## src/rtl/mdio_cmd_pkg.sv

```systemverilog
package mdio_cmd_pkg;
  localparam int DATA_W    = 16;
  localparam int ADDR_W    = 5;
  localparam int PRE_LEN   = 32;
  localparam int FRAME_LEN = PRE_LEN + 2 + 2 + 2 * ADDR_W + 2 + DATA_W;
  localparam int CNT_W     = $clog2(FRAME_LEN);
  localparam int WR_BIT    = 14;
  localparam int RD_BIT    = 13;
  localparam int PHY_LSB   = 8;
  localparam int TA_POS    = PRE_LEN + 4 + 2 * ADDR_W;
  localparam int DATA_POS  = TA_POS + 2;

  typedef enum logic [1:0] {
    OP_WRITE = 2'b01,
    OP_READ  = 2'b10
  } mdio_op_e;

  typedef struct packed {
    logic [PRE_LEN-1:0] pre;
    logic [1:0]         st;
    logic [1:0]         op;
    logic [ADDR_W-1:0]  phy;
    logic [ADDR_W-1:0]  regad;
    logic [1:0]         ta;
    logic [DATA_W-1:0]  data;
  } mdio_frame_t;

  function automatic logic [FRAME_LEN-1:0] build_frame(
    input logic              is_wr,
    input logic [ADDR_W-1:0] phy,
    input logic [ADDR_W-1:0] regad,
    input logic [DATA_W-1:0] wd
  );
    mdio_frame_t f;
    f.pre   = '1;
    f.st    = 2'b01;
    f.op    = is_wr ? OP_WRITE : OP_READ;
    f.phy   = phy;
    f.regad = regad;
    f.ta    = is_wr ? 2'b10 : 2'b11;
    f.data  = is_wr ? wd : '0;
    return f;
  endfunction
endpackage

```

## src/rtl/mdio_clk_div.sv

```systemverilog
module mdio_clk_div #(
  parameter int DIV_HALF = 2
) (
  input  logic clk_i,
  input  logic rst_ni,
  input  logic run_i,
  output logic mdc_o,
  output logic rise_o,
  output logic fall_o
);
  localparam int DW = (DIV_HALF > 1) ? $clog2(DIV_HALF) : 1;

  logic [DW-1:0] cnt_q;
  logic          mdc_q;
  logic          tick;

  assign tick   = run_i && (cnt_q == DW'(DIV_HALF - 1));
  assign rise_o = tick && !mdc_q;
  assign fall_o = tick && mdc_q;
  assign mdc_o  = mdc_q;

  always_ff @(posedge clk_i or negedge rst_ni) begin
    if (!rst_ni) begin
      cnt_q <= '0;
      mdc_q <= 1'b0;
    end else if (!run_i) begin
      cnt_q <= '0;
      mdc_q <= 1'b0;
    end else if (tick) begin
      cnt_q <= '0;
      mdc_q <= ~mdc_q;
    end else begin
      cnt_q <= cnt_q + 1'b1;
    end
  end
endmodule

```

## src/rtl/mdio_frame_seq.sv

```systemverilog
module mdio_frame_seq
  import mdio_cmd_pkg::*;
(
  input  logic                 clk_i,
  input  logic                 rst_ni,
  input  logic                 start_i,
  input  logic [FRAME_LEN-1:0] frame_i,
  input  logic                 rd_i,
  input  logic                 rise_i,
  input  logic                 fall_i,
  input  logic                 mdio_i,
  output logic                 busy_o,
  output logic                 done_o,
  output logic                 mdio_o,
  output logic                 mdio_oe_o,
  output logic [DATA_W-1:0]    cap_o
);
  logic [CNT_W-1:0]     bit_q;
  logic [FRAME_LEN-1:0] sh_q;
  logic                 rd_q;
  logic                 busy_q;
  logic [DATA_W-1:0]    cap_q;
  logic                 last;
  logic                 released;

  assign last      = (bit_q == CNT_W'(FRAME_LEN - 1));
  assign released  = rd_q && (bit_q >= CNT_W'(TA_POS));
  assign done_o    = busy_q && fall_i && last;
  assign busy_o    = busy_q;
  assign mdio_o    = busy_q ? sh_q[FRAME_LEN-1] : 1'b1;
  assign mdio_oe_o = busy_q && !released;
  assign cap_o     = cap_q;

  always_ff @(posedge clk_i or negedge rst_ni) begin
    if (!rst_ni) begin
      bit_q  <= '0;
      sh_q   <= '0;
      rd_q   <= 1'b0;
      busy_q <= 1'b0;
      cap_q  <= '0;
    end else if (start_i) begin
      bit_q  <= '0;
      sh_q   <= frame_i;
      rd_q   <= rd_i;
      busy_q <= 1'b1;
    end else if (busy_q) begin
      // sample on MDC rise during read data phase
      if (rise_i && rd_q && (bit_q >= CNT_W'(DATA_POS)))
        cap_q <= {cap_q[DATA_W-2:0], mdio_i};
      if (fall_i) begin
        if (last) begin
          busy_q <= 1'b0;
        end else begin
          bit_q <= bit_q + 1'b1;
          sh_q  <= {sh_q[FRAME_LEN-2:0], 1'b0};
        end
      end
    end
  end
endmodule

```

## src/rtl/mdio_cmd_ctrl.sv

```systemverilog
module mdio_cmd_ctrl
  import mdio_cmd_pkg::*;
#(
  parameter int DIV_HALF = 2
) (
  input  logic              clk_i,
  input  logic              rst_ni,
  input  logic              reg_we_i,
  input  logic              reg_sel_i,
  input  logic [DATA_W-1:0] reg_wdata_i,
  output logic [DATA_W-1:0] cmd_o,
  output logic [DATA_W-1:0] rd_data_o,
  output logic              mdc_o,
  output logic              mdio_o,
  output logic              mdio_oe_o,
  input  logic              mdio_i
);
  logic [DATA_W-1:0]    cmd_q;
  logic [DATA_W-1:0]    wd_q;
  logic [DATA_W-1:0]    rdd_q;
  logic                 busy;
  logic                 done;
  logic                 rise;
  logic                 fall;
  logic [DATA_W-1:0]    cap;
  logic                 cmd_wr;
  logic                 req_wr;
  logic                 req_rd;
  logic                 start;
  logic [FRAME_LEN-1:0] frame;

  assign cmd_wr = reg_we_i && !reg_sel_i && !busy;
  assign req_wr = reg_wdata_i[WR_BIT];
  assign req_rd = reg_wdata_i[RD_BIT];
  assign start  = cmd_wr && (req_wr || req_rd);
  // write request wins when both are set
  assign frame  = build_frame(req_wr, reg_wdata_i[PHY_LSB +: ADDR_W],
                              reg_wdata_i[ADDR_W-1:0], wd_q);

  always_ff @(posedge clk_i or negedge rst_ni) begin
    if (!rst_ni) begin
      cmd_q <= '0;
      wd_q  <= '0;
      rdd_q <= '0;
    end else begin
      if (cmd_wr) begin
        cmd_q <= reg_wdata_i;
      end else if (done) begin
        cmd_q[WR_BIT] <= 1'b0;
        cmd_q[RD_BIT] <= 1'b0;
      end
      if (reg_we_i && reg_sel_i) wd_q <= reg_wdata_i;
      if (done && !cmd_q[WR_BIT]) rdd_q <= cap;
    end
  end

  mdio_clk_div #(.DIV_HALF(DIV_HALF)) u_div (
    .clk_i  (clk_i),
    .rst_ni (rst_ni),
    .run_i  (busy),
    .mdc_o  (mdc_o),
    .rise_o (rise),
    .fall_o (fall)
  );

  mdio_frame_seq u_seq (
    .clk_i     (clk_i),
    .rst_ni    (rst_ni),
    .start_i   (start),
    .frame_i   (frame),
    .rd_i      (!req_wr),
    .rise_i    (rise),
    .fall_i    (fall),
    .mdio_i    (mdio_i),
    .busy_o    (busy),
    .done_o    (done),
    .mdio_o    (mdio_o),
    .mdio_oe_o (mdio_oe_o),
    .cap_o     (cap)
  );

  assign cmd_o     = cmd_q;
  assign rd_data_o = rdd_q;
endmodule

```

## config.mk

```make
export PLATFORM = sky130hd
export DESIGN_NAME = mdio_cmd_ctrl
export DESIGN_NICKNAME = d
export VERILOG_FILES = /design/src/rtl/mdio_cmd_pkg.sv /design/src/rtl/mdio_clk_div.sv /design/src/rtl/mdio_frame_seq.sv /design/src/rtl/mdio_cmd_ctrl.sv
export SDC_FILE = /design/constraint.sdc
export NUM_CORES = 1
export LEC_CHECK = 0
export BUFFER_PORTS_ARGS = -buffer_cell sky130_fd_sc_hd__buf_2
export CORE_MARGIN = 4
export CORE_UTILIZATION = 63
export DETAILED_ROUTE_END_ITERATION = 8
export PLACE_DENSITY_LB_ADDON = 0.1
export SYNTH_ARGS = -nofsm -noshare
export SYNTH_HDL_FRONTEND = slang
export SYNTH_SLANG_ARGS = --single-unit
```

## constraint.sdc

```tcl
create_clock -name clk_i -period 4.1 [get_ports clk_i]
set_input_delay 0.82 -clock clk_i [delete_from_list [all_inputs] [get_ports clk_i]]
set_output_delay 0.82 -clock clk_i [all_outputs]
set_load 0.02 [all_outputs]
```

==> Yosys cells after proc, flatten, opt, wreduce, memory -nomap -nowiden <==
Cells that the tools add are included.
{ "word_totals": {"out_inout_bits": 35, "input_bits": 21, "ff_bits": 138} }
{ "op_classes": {"mux": 22, "n_eq_ne": 3, "order_cmp": 2, "n_addsub": 2, "n_bitwise": 2, "n_reduce_logical": 26} }
{ "op_table": {"columns": ["operator", "count"], "rows": [
  ["2-to-1 mux 64 bit", 4],
  ["2-to-1 mux 6 bit", 4],
  ["2-to-1 mux 16 bit", 1],
  ["logical AND 1 bit", 14],
  ["greater-or-equal comparator 6 bit (second input constant)", 2],
  ["2-to-1 mux 1 bit", 10],
  ["adder 6 x 1 -> 6 bit (second input constant)", 1],
  ["equality test 6 bit (second input constant)", 1],
  ["zero test 1 bit", 6],
  ["2-to-1 mux 2 bit", 3],
  ["AND reduction 3 bit", 2],
  ["nonzero test 2 bit", 3],
  ["!= test 2 bit (second input constant)", 2],
  ["inverter 1 bit", 2],
  ["adder 1 bit (second input constant)", 1],
  ["logical OR 1 bit", 1]
]} }

==> Logic depth before layout (Yosys ltp) <==
Gate-level depths: netlist of run 1.
{ "depth": {"ltp_word": 6, "depth_mapped": 7} }

==> Modules after synthesis <==
From an unflattened synthesis of run 1, not the netlist that was laid out.
{ "hier_totals": {"hier_cells": 674, "hier_area_um2": 7282.0} }
{ "by_module_without_submodules": {"columns": ["mod", "area_per_inst_um2", "cells_each", "instances"], "rows": [
  ["mdio_frame_seq", 5215.0, 539, 1],
  ["mdio_cmd_ctrl", 1978.1, 127, 1],
  ["mdio_clk_div", 88.8, 8, 1]
]} }

==> Least setup slack after synthesis of run 1 <==
OpenSTA, ideal clock, no wires.
{ "synth_timing": {"path_type": "register to output", "startpoint": "reg u_seq.bit_q[0]", "endpoint": "out mdio_oe_o", "arrival_time_ns": 1.168, "required_time_ns": 3.280, "slack_ns": 2.112, "stages_incl_launch_ff": 6, "cell_sequence": "dfrtp_1 inv_1 ha_1 o211a_1 o211ai_1 and2_1"} }
{ "synth_between": {"elab_chain_len": 4} }
{ "synth_lines": {"columns": ["item", "line_no", "rtl"], "rows": [
  ["start, declared", "mdio_frame_seq.sv:18", "logic [CNT_W-1:0] bit_q;"],
  ["start signal, assigned", "mdio_frame_seq.sv:54", "bit_q <= bit_q + 1'b1;"],
  ["greater-or-equal comparator 6 bit", "mdio_frame_seq.sv:27", "assign released = rd_q && (bit_q >= CNT_W'(TA_POS));"],
  ["logical AND 1 bit", "mdio_frame_seq.sv:27", null],
  ["zero test 1 bit", "mdio_frame_seq.sv:31", "assign mdio_oe_o = busy_q && !released;"],
  ["logical AND 1 bit", "mdio_frame_seq.sv:31", null],
  ["end, declared", "mdio_cmd_ctrl.sv:15", "output logic mdio_oe_o,"]
]} }
No other way between the ends.

==> Worst setup path after layout of run 1 <==
Same ends and word-level chain as after synthesis.

==> impl_metrics.toml, run 1 <==
[synth]
syn_nets = 495
netlist.area_leader.share_pct = 62.47
ys.flop_type = "dfrtp_1"
ys_seq_area_share_pct = 62.47
synth-async-reset-ratio_pct = 100.0
yosys-top-cells-area = "dfrtp_1, mux2_2, nand2_1"
yosys_warnings = 0
yosysMostFrequentCell = "dfrtp_1"
synth_cells = 472
yosysTopAreaCell = "dfrtp_1"
ys_top_cells_by_count = "dfrtp_1, nand2_1, mux2_2, o21ai_0, clkbuf_1"
syn-cell-area_sq_um = 5528
ys_ff_latch = 138
yosysUniqueCellTypes = 36
synth_edf_count = 0
syn_avg_cell_area_sq_um = 11.71

[clock_tree]
ctsHtreeMaxLevel = 4
post-cts-setup-buffers = 0
hold_buffers = 0
cts_resized = 0
clk_latency_ns = 0.51
clk_pin_slew_ns = 0.06
clock-sinks = 138
cts_tree = "done"
cts_root_buf = "clkbuf_8"
cts_buffer_depth = 2
cts_buffers = 17

[min_path]
hp-class = "in -> async"

[sta]
period_needed_ns = 2.687
slew_headroom_pct = 17.14
setup_tns_ns = 0
layout_setup_ws_ns = 1.413
fmax_mhz = 372.2
rsz0062_at_grt = "no"
skew_ns = 0.01208
slew_viol_final = 0
hold_viol = 0
setup-violations-final = 0
worst_slew_pin_slew_ns = 1.240
fin_crit_sh_pct = 65.53

[die]
die_h_um = 101.7
io_pins = 56
start_util_pct = 65.95
die_x_um = 101.7
core_area_sq_um = 8382
die_area_sq_um = 10340
rows = 33

[global_route]
grt_max_degree = 92
antenna_found_initial = 0
grt_pass1_wl_um = 18890
grt_pass1_vias = 3846
grt.overflow.total = 0
track_usage_pct = 23.70

[drt]
vias = 3733
wl_per_cell_um = 17.69
finalWirelength_um = 11340
drc = 0
vias_per_cell = 5.824
drtIter0Drc = 222
ant_nets = 0
drtPass1Iterations = 5

[final_layout]
num_antenna_cells = 0
area_delta_synth_final_pct = 18.65
post-route-util_pct = 78.25
nNetsFinal = 547
drive_above_1_share_pct = 29.66

[worst_setup_path]
worst_setup_path_start_kind = "register"
cp_max_fo = 5
critPathRequiredTime_ns = 3.28
worst_path_max_delay_cell = "dfrtp_1"
cp-end-kind = "output pin"
cp_top_family = "flip-flops"
crit_type = "reg -> out"
path_buf_inv = 2
slowest_delay_ns = 0.41
path_cells = "inv_1 -> ha_1 -> o211a_1 -> o211ai_1 -> and2_1 -> buf_2"
cp.arrival_ns = 1.87

[power]
vdd_ir_drop_max_v = 0.0004598
cellPowerDensity_nw_per_um2 = 753.1
leakagePower_uw = 0.003170

[run]
timing.max_cap.violations = 0

[place]
portBuffers = 55
post-place-ws_ns = 1.186
dp_hpwl_um = 6361
routabilityCongestion = 0.7485

[outcome]
outcome = "finished, final reports clean"
[final cells by class]
| cell class | instances | area, sq um |
|---|---|---|
| fill | 527 | 1823 |
| sequential | 138 | 3453 |
| tap | 105 | 131.4 |
| timing repair buffer | 61 | 326.6 |
| multi-input combinational | 305 | 1971 |
| clock buffer | 21 | 459.2 |
| clock inverter | 10 | 214.0 |
| inverter | 1 | 3.754 |
[stage by stage]
stage          power (uW)  hold WS [ns]  area, sq um  cells
2_1_floorplan        2859        0.4334         5528    472
3_3_place_gp         3150        0.4414         5886    610
3_5_place_dp         3203        0.4480         5886    610
4_1_cts              4973        0.4082         6559    641
5_1_grt              5217        0.4322         6559    641
6_report             4939        0.3791         6559    641
[routing by layer]
layer | vias up | track usage [%] | wire [um]
met5 | - | 0 | 0
met1 | 1867 | 31.79 | 4899
li1 | 1746 | - | -
met2 | 103 | 38.53 | 5700
met3 | 17 | 6.129 | 541
met4 | 0 | 6.953 | 196
[kinds of logic (layout without fill, tap and decap cells)]
family / count (synthesis) / after routing / share of synthesized area (%)
DFF: 138 / 138 / 62.47
buffers and inverters: 29 / 93 / 2.286
xor gates and xnor gates: 1 / 1 / 0.1585
adders and majority gates: 2 / 2 / 0.4526
AOI/OAI and AO/OA: 94 / 94 / 10.59
muxes: 63 / 63 / 12.81
and+or+nand+nor: 145 / 145 / 11.23
[sequential cells by signal (all words and copies together) (netlist names)]
register / cells
u_seq.sh_q: 64
cmd_o: 16
rd_data_o: 16
u_seq.cap_o: 16
wd_q: 16
u_seq.bit_q: 6
u_div.cnt_q: 1
u_div.mdc_o: 1
u_seq.busy_o: 1
u_seq.rd_q: 1
[placed cells by master (no fill, tap or decap), drive strengths merged]
master    netlist  routed
dfrtp         138     138
nand2         111     111
mux2           62      62
buf            10      61
o21ai          55      55
clkbuf         18      21
nand3          18      18
a2bb2oi        15      15
a22oi           9       9
bufinv          0       6
and2            4       4
a21oi           4       4
and3            3       3
clkinv          0       3
nor2            3       3
o211ai          2       2
a31oi           2       2
o31ai           2       2
ha              2       2
inv             1       1
nor2b           1       1
nand2b          1       1
o211a           1       1
nor3b           1       1
o21a            1       1
a32o            1       1
nor3            1       1
a211oi          1       1
mux2i           1       1
nand4b          1       1
xor2            1       1
or4             1       1
a221o           1       1
clkinvlp        0       1
[final timing paths]
kind	from	endpoint	slack, ns	cells past startpoint
worst max-delay path	u_seq.bit_q[0]$_DFFE_PN0P_	mdio_oe_o	1.41	6
worst min-delay path	rst_ni	u_seq.sh_q[10]$_DFFE_PN0P_	0.38	1
worst max register to register	u_seq.busy_o$_DFF_PN0_	u_seq.sh_q[10]$_DFFE_PN0P_	1.63	4
worst min register to register	u_seq.sh_q[44]$_DFFE_PN0P_	u_seq.sh_q[45]$_DFFE_PN0P_	0.47	2
max in group asynchronous	rst_ni	u_seq.sh_q[14]$_DFFE_PN0P_	2.85	2
min in group clk_i	u_seq.sh_q[44]$_DFFE_PN0P_	u_seq.sh_q[45]$_DFFE_PN0P_	0.47	2
[power by group]
group / total [uW] / leakage [uW] / switching, uW / internal [uW]
Sequential: 2100 / 0.00172 / 281 / 1820
Clock: 1720 / 0.000324 / 562 / 1160
Combinational: 1110 / 0.00113 / 648 / 466
(Power assumes the default switching activity.)
==> inputs of run 2 (changes only) <==
Settings changed: ABC_AREA from default to 1, CORE_UTILIZATION 63 to 58.
Clock period 4.1 ns to 2.59 ns, I/O delays scaled along.
==> run 2 against run 1 <==
  * Combinational power shrank 86%
  * Sequential power rose by 6%
  * Via count increased by 20%
  * Sequential share of layout area is 0.93 points lower
  * Synthesized cell count grew 38%
  * First-iteration DRC count rose by 46%
  * Synthesized area increased by 2.9%
  * Flip-flop and latch count did not move
  * Cell count is 32% higher
  * Clock-buffer cell count shrank 1
  * Die area grew 11%
  * Non-clock buffer count grew 5
  * Critical path type unchanged
  * Largest power group is now clock
  * Highest routed layer unchanged
==> impl_metrics.toml, run 2 <==
[outcome]
outcome = "finished, final reports clean"

[clock_tree]
cts_buffers = 17
clk_latency_ns = 0.51
clk_pin_slew_ns = 0.06
cts_tree = "done"
clock-sinks = 138
cts_buffer_depth = 2
cts_root_buf = "clkbuf_8"
ctsHtreeMaxLevel = 4

[sta]
setup-violations-final = 0
rsz0062_at_grt = "no"
period_needed_ns = 2.221
setup_tns_ns = 0
hold_viol = 0
fin_crit_sh_pct = 85.76
slew_headroom_pct = 39.63
worst_slew_pin_slew_ns = 0.9034
skew_ns = 0.01310
layout_setup_ws_ns = 0.3687
fmax_mhz = 450.2
slew_viol_final = 0

[die]
die_h_um = 107.0
io_pins = 56
rows = 35
die_area_sq_um = 11450
die_x_um = 107.0
core_area_sq_um = 9371
start_util_pct = 60.67

[min_path]
hp-class = "in -> reg"
min_from = "mdio_i"

[final_layout]
top_register = "u_seq.sh_q"
drive_above_1_share_pct = 14.41
num-fill-cells = 747
num_antenna_cells = 0
layout_commonest_cell = "nand2_1"
mostFrequentLayoutCells = "nand2_1, dfrtp_1, nor2_1, nand3_1, o21ai_0"
nNetsFinal = 726
area_delta_synth_final_pct = 17.43
largest_register_ffs = 64

[place]
post-place-ws_ns = 0.5672
routabilityCongestion = 0.7995
portBuffers = 55
dp_hpwl_um = 7626

[drt]
drtPass1Iterations = 5
finalWirelength_um = 12230
ant_nets = 0
drc = 0
vias_per_cell = 5.303
drtIter0Drc = 325
wl_per_cell_um = 14.49
vias = 4476

[power]
p_sw_share_pct = 21.51
p_int_uw = 3731
clockPowerShare_pct = 49.9
vdd_ir_drop_max_v = 0.0006779
switching_power_uw = 1022
cellPowerDensity_nw_per_um2 = 711.9
combPwrFrac_pct = 3.3
leakagePower_uw = 0.003320
p_seq_share_pct = 46.8

[worst_setup_path]
worst_path_max_delay_cell = "dfrtp_1"
cp-end-kind = "output pin"
path_cells = "inv_1 -> ha_1 -> nor2_1 -> o21ai_0 -> a31oi_1 -> buf_2"
critPathLaunch = "u_seq.bit_q[0]$_DFFE_PN0P_"
cp_top_family = "flip-flops"
r2r_start = "u_seq.bit_q[1]$_DFFE_PN0P_"
slowest_delay_ns = 0.39
path_buf_inv = 2
crit_type = "reg -> out"
worst_setup_path_start_kind = "register"
cp.arrival_ns = 1.70
cp_max_fo = 4
critPathRequiredTime_ns = 2.07

[synth]
synth-compound-area-share_pct = 6.470
synth-simple-area-share_pct = 26.21
netlist.area_leader.share_pct = 60.74
synth_edf_count = 0
ys_top_cells_by_count = "nand2_1, dfrtp_1, nor2_1, nand3_1, o21ai_0"
yosys_warnings = 0
syn_nets = 676
yosysMostFrequentCell = "nand2_1"
ys_ff_latch = 138
synthAdderAreaFrac_pct = 0.4401
synth_cells = 653
yosysUniqueCellTypes = 24
ys.flop_type = "dfrtp_1"
syn_avg_cell_area_sq_um = 8.707
ys_seq_area_share_pct = 60.74
syn-cell-area_sq_um = 5685
yosysTopAreaCell = "dfrtp_1"
yosys-top-cells-area = "dfrtp_1, nand2_1, nor2_1"
synth_top_family_by_area = "simple AND/OR/NAND/NOR gates"
synth_xor_xnor_area_share_pct = 0.4621
synth-async-reset-ratio_pct = 100.0
synthMuxAreaShare_pct = 0

[global_route]
grt_max_degree = 73
track_usage_pct = 23.58
antenna_found_initial = 0
grt_pass1_vias = 4459
grt_pass1_wl_um = 21360
grt.overflow.total = 0

[run]
timing.max_cap.violations = 0
run 2: changes by cell type after synthesis, sizes merged, moves of 4 or more:
cell | previous run | this run
a22oi | 9 | 0
a2bb2oi | 15 | 0
nand3 | 18 | 80
inv | 1 | 42
buf | 10 | 20
and2 | 4 | 0
nor2 | 3 | 112
mux2 | 62 | 0
nand2 | 111 | 165
o21ai | 55 | 68
run 2: power by group through the flow:
stage               combinational, uW  clock [uW]  sequential (uW)
global route                      177        2520             2230
finish                            155        2370             2230
CTS                               159        2400             2230
global placement                  150           0             2260
detailed placement                155           0             2260
floorplan                        48.3           0             2270
run 2: final timing paths:
check,slack (ns),end,cells after the start
worst max register to register,0.64,u_seq.sh_q[20]$_DFFE_PN0P_,6
worst min register to register,0.47,u_div.cnt_q$_DFF_PN0_,1
worst min-delay path,0.25,u_seq.cap_o[0]$_DFFE_PN0P_,3
min in group asynchronous,0.38,u_seq.sh_q[60]$_DFFE_PN0P_,2
worst max-delay path,0.37,mdio_oe_o,6
max in group asynchronous,1.63,cmd_o[1]$_DFFE_PN0P_,3
run 2: area by class of cell:
class | instances | area (sq um) | share of cell area [%]
inverter | 42 | 157.7 | 2.361
tap | 129 | 161.4 | 2.418
timing repair buffer | 66 | 404.1 | 6.053
clock buffer | 20 | 435.4 | 6.522
sequential | 138 | 3453 | 51.72
clock inverter | 11 | 147.6 | 2.211
multi-input combinational | 438 | 1917 | 28.71
run 2: logic make-up after synthesis:
group | count (synthesis)
and+or+nand+nor | 361
DFF | 138
buffers and inverters | 77
AOI/OAI and AO/OA | 72
xor gates and xnor gates | 3
adders and majority gates | 2
run 2: stage by stage:
| stage | power [uW] | instance area, sq um | instances | utilization [%] | hold WS (ns) |
|---|---|---|---|---|---|
| 6_report | 4753 | 6676 | 844 | 71.24 | 0.2453 |
| 5_1_grt | 4924 | 6676 | 844 | 71.24 | 0.2631 |
| 4_1_cts | 4782 | 6676 | 844 | 71.24 | 0.2306 |
| 3_5_place_dp | 2418 | 6083 | 812 | 64.91 | 0.3289 |
| 3_3_place_gp | 2413 | 6083 | 812 | 64.91 | 0.3290 |
| 2_1_floorplan | 2317 | 5685 | 653 | - | 0.2224 |
run 2: per-layer routing:
metal	global-route usage, %	up-vias	share of wire [%]
met3	5.298	19	4.1
met2	38.04	105	50
met4	7.763	0	1.2
met5	0	-	0
li1	-	2167	-
met1	31.92	2185	45
run 2: worst min-delay path, cell delays in order:
cell and delay, ns:
buf_2 0.09, inv_1 0.03, o21ai_0 0.07
run 2: what timing repair did:
action / in CTS / in global routing
buffers inserted: 0 / 0
gates resized for setup: 0 / 0
hold endpoints to repair: 7 / 0
hold buffers: 1 / 0
==> inputs of run 3 (changes only) <==
Settings changed: CAP_MARGIN from default to 20, CORE_UTILIZATION 58 to 53.
Clock period 2.59 ns to 1.95 ns, I/O delays scaled along.
==> run 3 against run 2 <==
  * The run now ends with setup timing left
  * Via count is 1.4% lower
  * First-iteration DRC count is 4.6% lower
  * Hold slack worse by 0.13 ns
  * Core utilization is 5.4 points lower
  * Worst setup slack worse by 0.43 ns
  * Register-to-register slack worse by 0.52 ns
  * Sequential power is 32% higher
  * Die area is 8.7% higher
  * Critical path depth is 1 lower
  * Non-clock buffer count is 12 higher
  * Critical endpoint unchanged
  * Largest cell class unchanged
  * Largest power group unchanged
==> impl_metrics.toml, run 3 (synthesis results as in run 2) <==
[worst_setup_path]
cp-end-kind = "output pin"
rrSetupSlack_ns = 0.12
slowest_delay_ns = 0.42
crit_type = "reg -> out"
worst_setup_path_start_kind = "register"
cp.arrival_ns = 1.62
critPathRequiredTime_ns = 1.56
crit_end = "mdio_oe_o"
r2r-end = "u_seq.sh_q[61]$_DFFE_PN0P_"
cp_max_fo = 2
worst_path_max_delay_cell = "dfrtp_1"
r2r_start = "u_seq.bit_q[1]$_DFFE_PN0P_"
path_cells = "ha_4 -> nor2_4 -> o21ai_1 -> a31oi_1 -> buf_4"
critPathLaunch = "u_seq.bit_q[1]$_DFFE_PN0P_"
r2r_cells = 8

[drt]
vias_per_cell = 5.109
drtPass1Iterations = 5
vias = 4414
finalWirelength_um = 11710
wl_per_cell_um = 13.55
ant_nets = 0
drtIter0Drc = 310
drc = 0

[place]
portBuffers = 55
dp_hpwl_um = 7525
routabilityCongestion = 0.8057
dp_cells = 824

[final_layout]
num_antenna_cells = 0
area_delta_synth_final_pct = 20.14
drive_above_1_share_pct = 16.76
multiInputGateArea_sq_um = 1942
fin_cells = 864
nNetsFinal = 738
layout_commonest_cell = "nand2_1"
num-fill-cells = 882
register_area_sq_um = 3455
largest_register_ffs = 64
top_register = "u_seq.sh_q"
mostFrequentLayoutCells = "nand2_1, dfrtp_1, nor2_1, nand3_1, o21ai_0"

[sta]
layout_setup_ws_ns = -0.05995
fmax_mhz = 497.5
worst_slew_pin_slew_ns = 0.4653
whs_ns = 0.1150
slew_viol_final = 0
slew_headroom_pct = 68.98
setup-violations-final = 1
skew_ns = 0.004876
hold_viol = 0
rsz0062_at_grt = "yes"
period_needed_ns = 2.010
fin_crit_sh_pct = 103.1

[power]
leakagePower_uw = 0.003398
cellPowerDensity_nw_per_um2 = 938.9
vdd_ir_drop_max_v = 0.0007915

[clock_tree]
ctsHtreeMaxLevel = 4
cts_buffer_depth = 2
cts_buffers = 17
cts_tree = "done"
clock-sinks = 138
clk_pin_slew_ns = 0.06
clk_latency_ns = 0.52
cts_root_buf = "clkbuf_8"

[global_route]
grt.overflow.total = 0
antenna_found_initial = 0
grt_max_degree = 49
grt_pass1_wl_um = 20610
track_usage_pct = 20.38
grt_pass1_vias = 4458

[die]
die_x_um = 111.6
start_util_pct = 54.83
io_pins = 56
die_h_um = 111.6
die_area_sq_um = 12450
rows = 37
core_area_sq_um = 10370

[run]
timing.max_cap.violations = 0

[outcome]
outcome = "complete, but fails checks"
violations = "setup timing"

[min_path]
hp-class = "in -> reg"
run 3: cell types whose count changed in the layout (fill, tap and decap cells not counted), moves of 2 or more:
cell        delta
buf_4          +9
buf_6          +4
clkbuf_1       -2
clkinv_4       +2
clkinvlp_4     -2
inv_6          +2
nor2_4         +2
run 3: worst min path at each step:
| stage | startpoint | slack [ns] | cells past startpoint | endpoint |
|---|---|---|---|---|
| 6_report | mdio_i | 0.11 | 3 | u_seq.cap_o[0]$_DFFE_PN0P_ |
| 3_3_place_gp | rst_ni | 0.36 | 1 | u_seq.sh_q[56]$_DFFE_PN0P_ |
| 5_1_grt | mdio_i | 0.11 | 3 | u_seq.cap_o[0]$_DFFE_PN0P_ |
| 2_1_floorplan | rst_ni | 0.09 | 0 | cmd_o[0]$_DFFE_PN0P_ |
| 4_1_cts | mdio_i | 0.09 | 3 | u_seq.cap_o[0]$_DFFE_PN0P_ |
| 3_5_place_dp | rst_ni | 0.36 | 1 | u_seq.sh_q[55]$_DFFE_PN0P_ |
run 3: power breakdown:
| group | switching, uW | leakage [uW] | total [uW] | internal [uW] |
|---|---|---|---|---|
| Combinational | 142 | 0.00141 | 204 | 62.5 |
| Sequential | 33.4 | 0.00170 | 2950 | 2920 |
| Clock | 1230 | 0.000295 | 3250 | 2030 |
| Total | 1400 | 0.00340 | 6410 | 5010 |
run 3: per-stage QoR:
step / instance area (sq um) / total power, uW / TNS, ns / util [%] / worst slack, ns
3_5_place_dp: 6117 / 3213 / 0 / 58.99 / 0.1822
4_1_cts: 6785 / 6481 / -0.1311 / 65.43 / -0.1311
2_1_floorplan: 5685 / 3077 / 0 / - / 0.4473
3_3_place_gp: 6117 / 3208 / 0 / 58.99 / 0.2159
6_report: 6830 / 6413 / -0.05995 / 65.87 / -0.05995
5_1_grt: 6830 / 6666 / -0.1373 / 65.87 / -0.1040
run 3: routing by layer:
| metal | vias up | track usage (%) | wire, um |
|---|---|---|---|
| li1 | 2189 | - | - |
| met1 | 2121 | 27.25 | 5393 |
| met2 | 85 | 31.36 | 5534 |
| met3 | 19 | 5.870 | 518 |
| met4 | 0 | 8.678 | 265 |
| met5 | - | 0 | 0 |
run 3: critical path: cells and delay by family (launching register included):
kind            cells  cell delay, ns
compound gates      2            0.24
fa+ha+maj           1            0.18
buf+inv             1            0.18
flops               1            0.42
simple gates        1            0.07
run 3: cell type report:
| type | count | share of cell area, % |
|---|---|---|
| Clock buffer | 19 | 6.466 |
| Clock inverter | 13 | 2.455 |
| Inverter | 42 | 2.308 |
| Multi-Input combinational cell | 438 | 28.43 |
| Sequential cell | 138 | 50.58 |
| Tap cell | 136 | 2.491 |
| Timing Repair Buffer | 78 | 7.272 |
run 3: repair_timing:
item,CTS,global route
setup endpoints to repair,2,58
hold buffers,1,0
buffers inserted,4,3
pin swaps,3,5
endpoints found under the hold margin,46,0
gates resized for setup,7,6
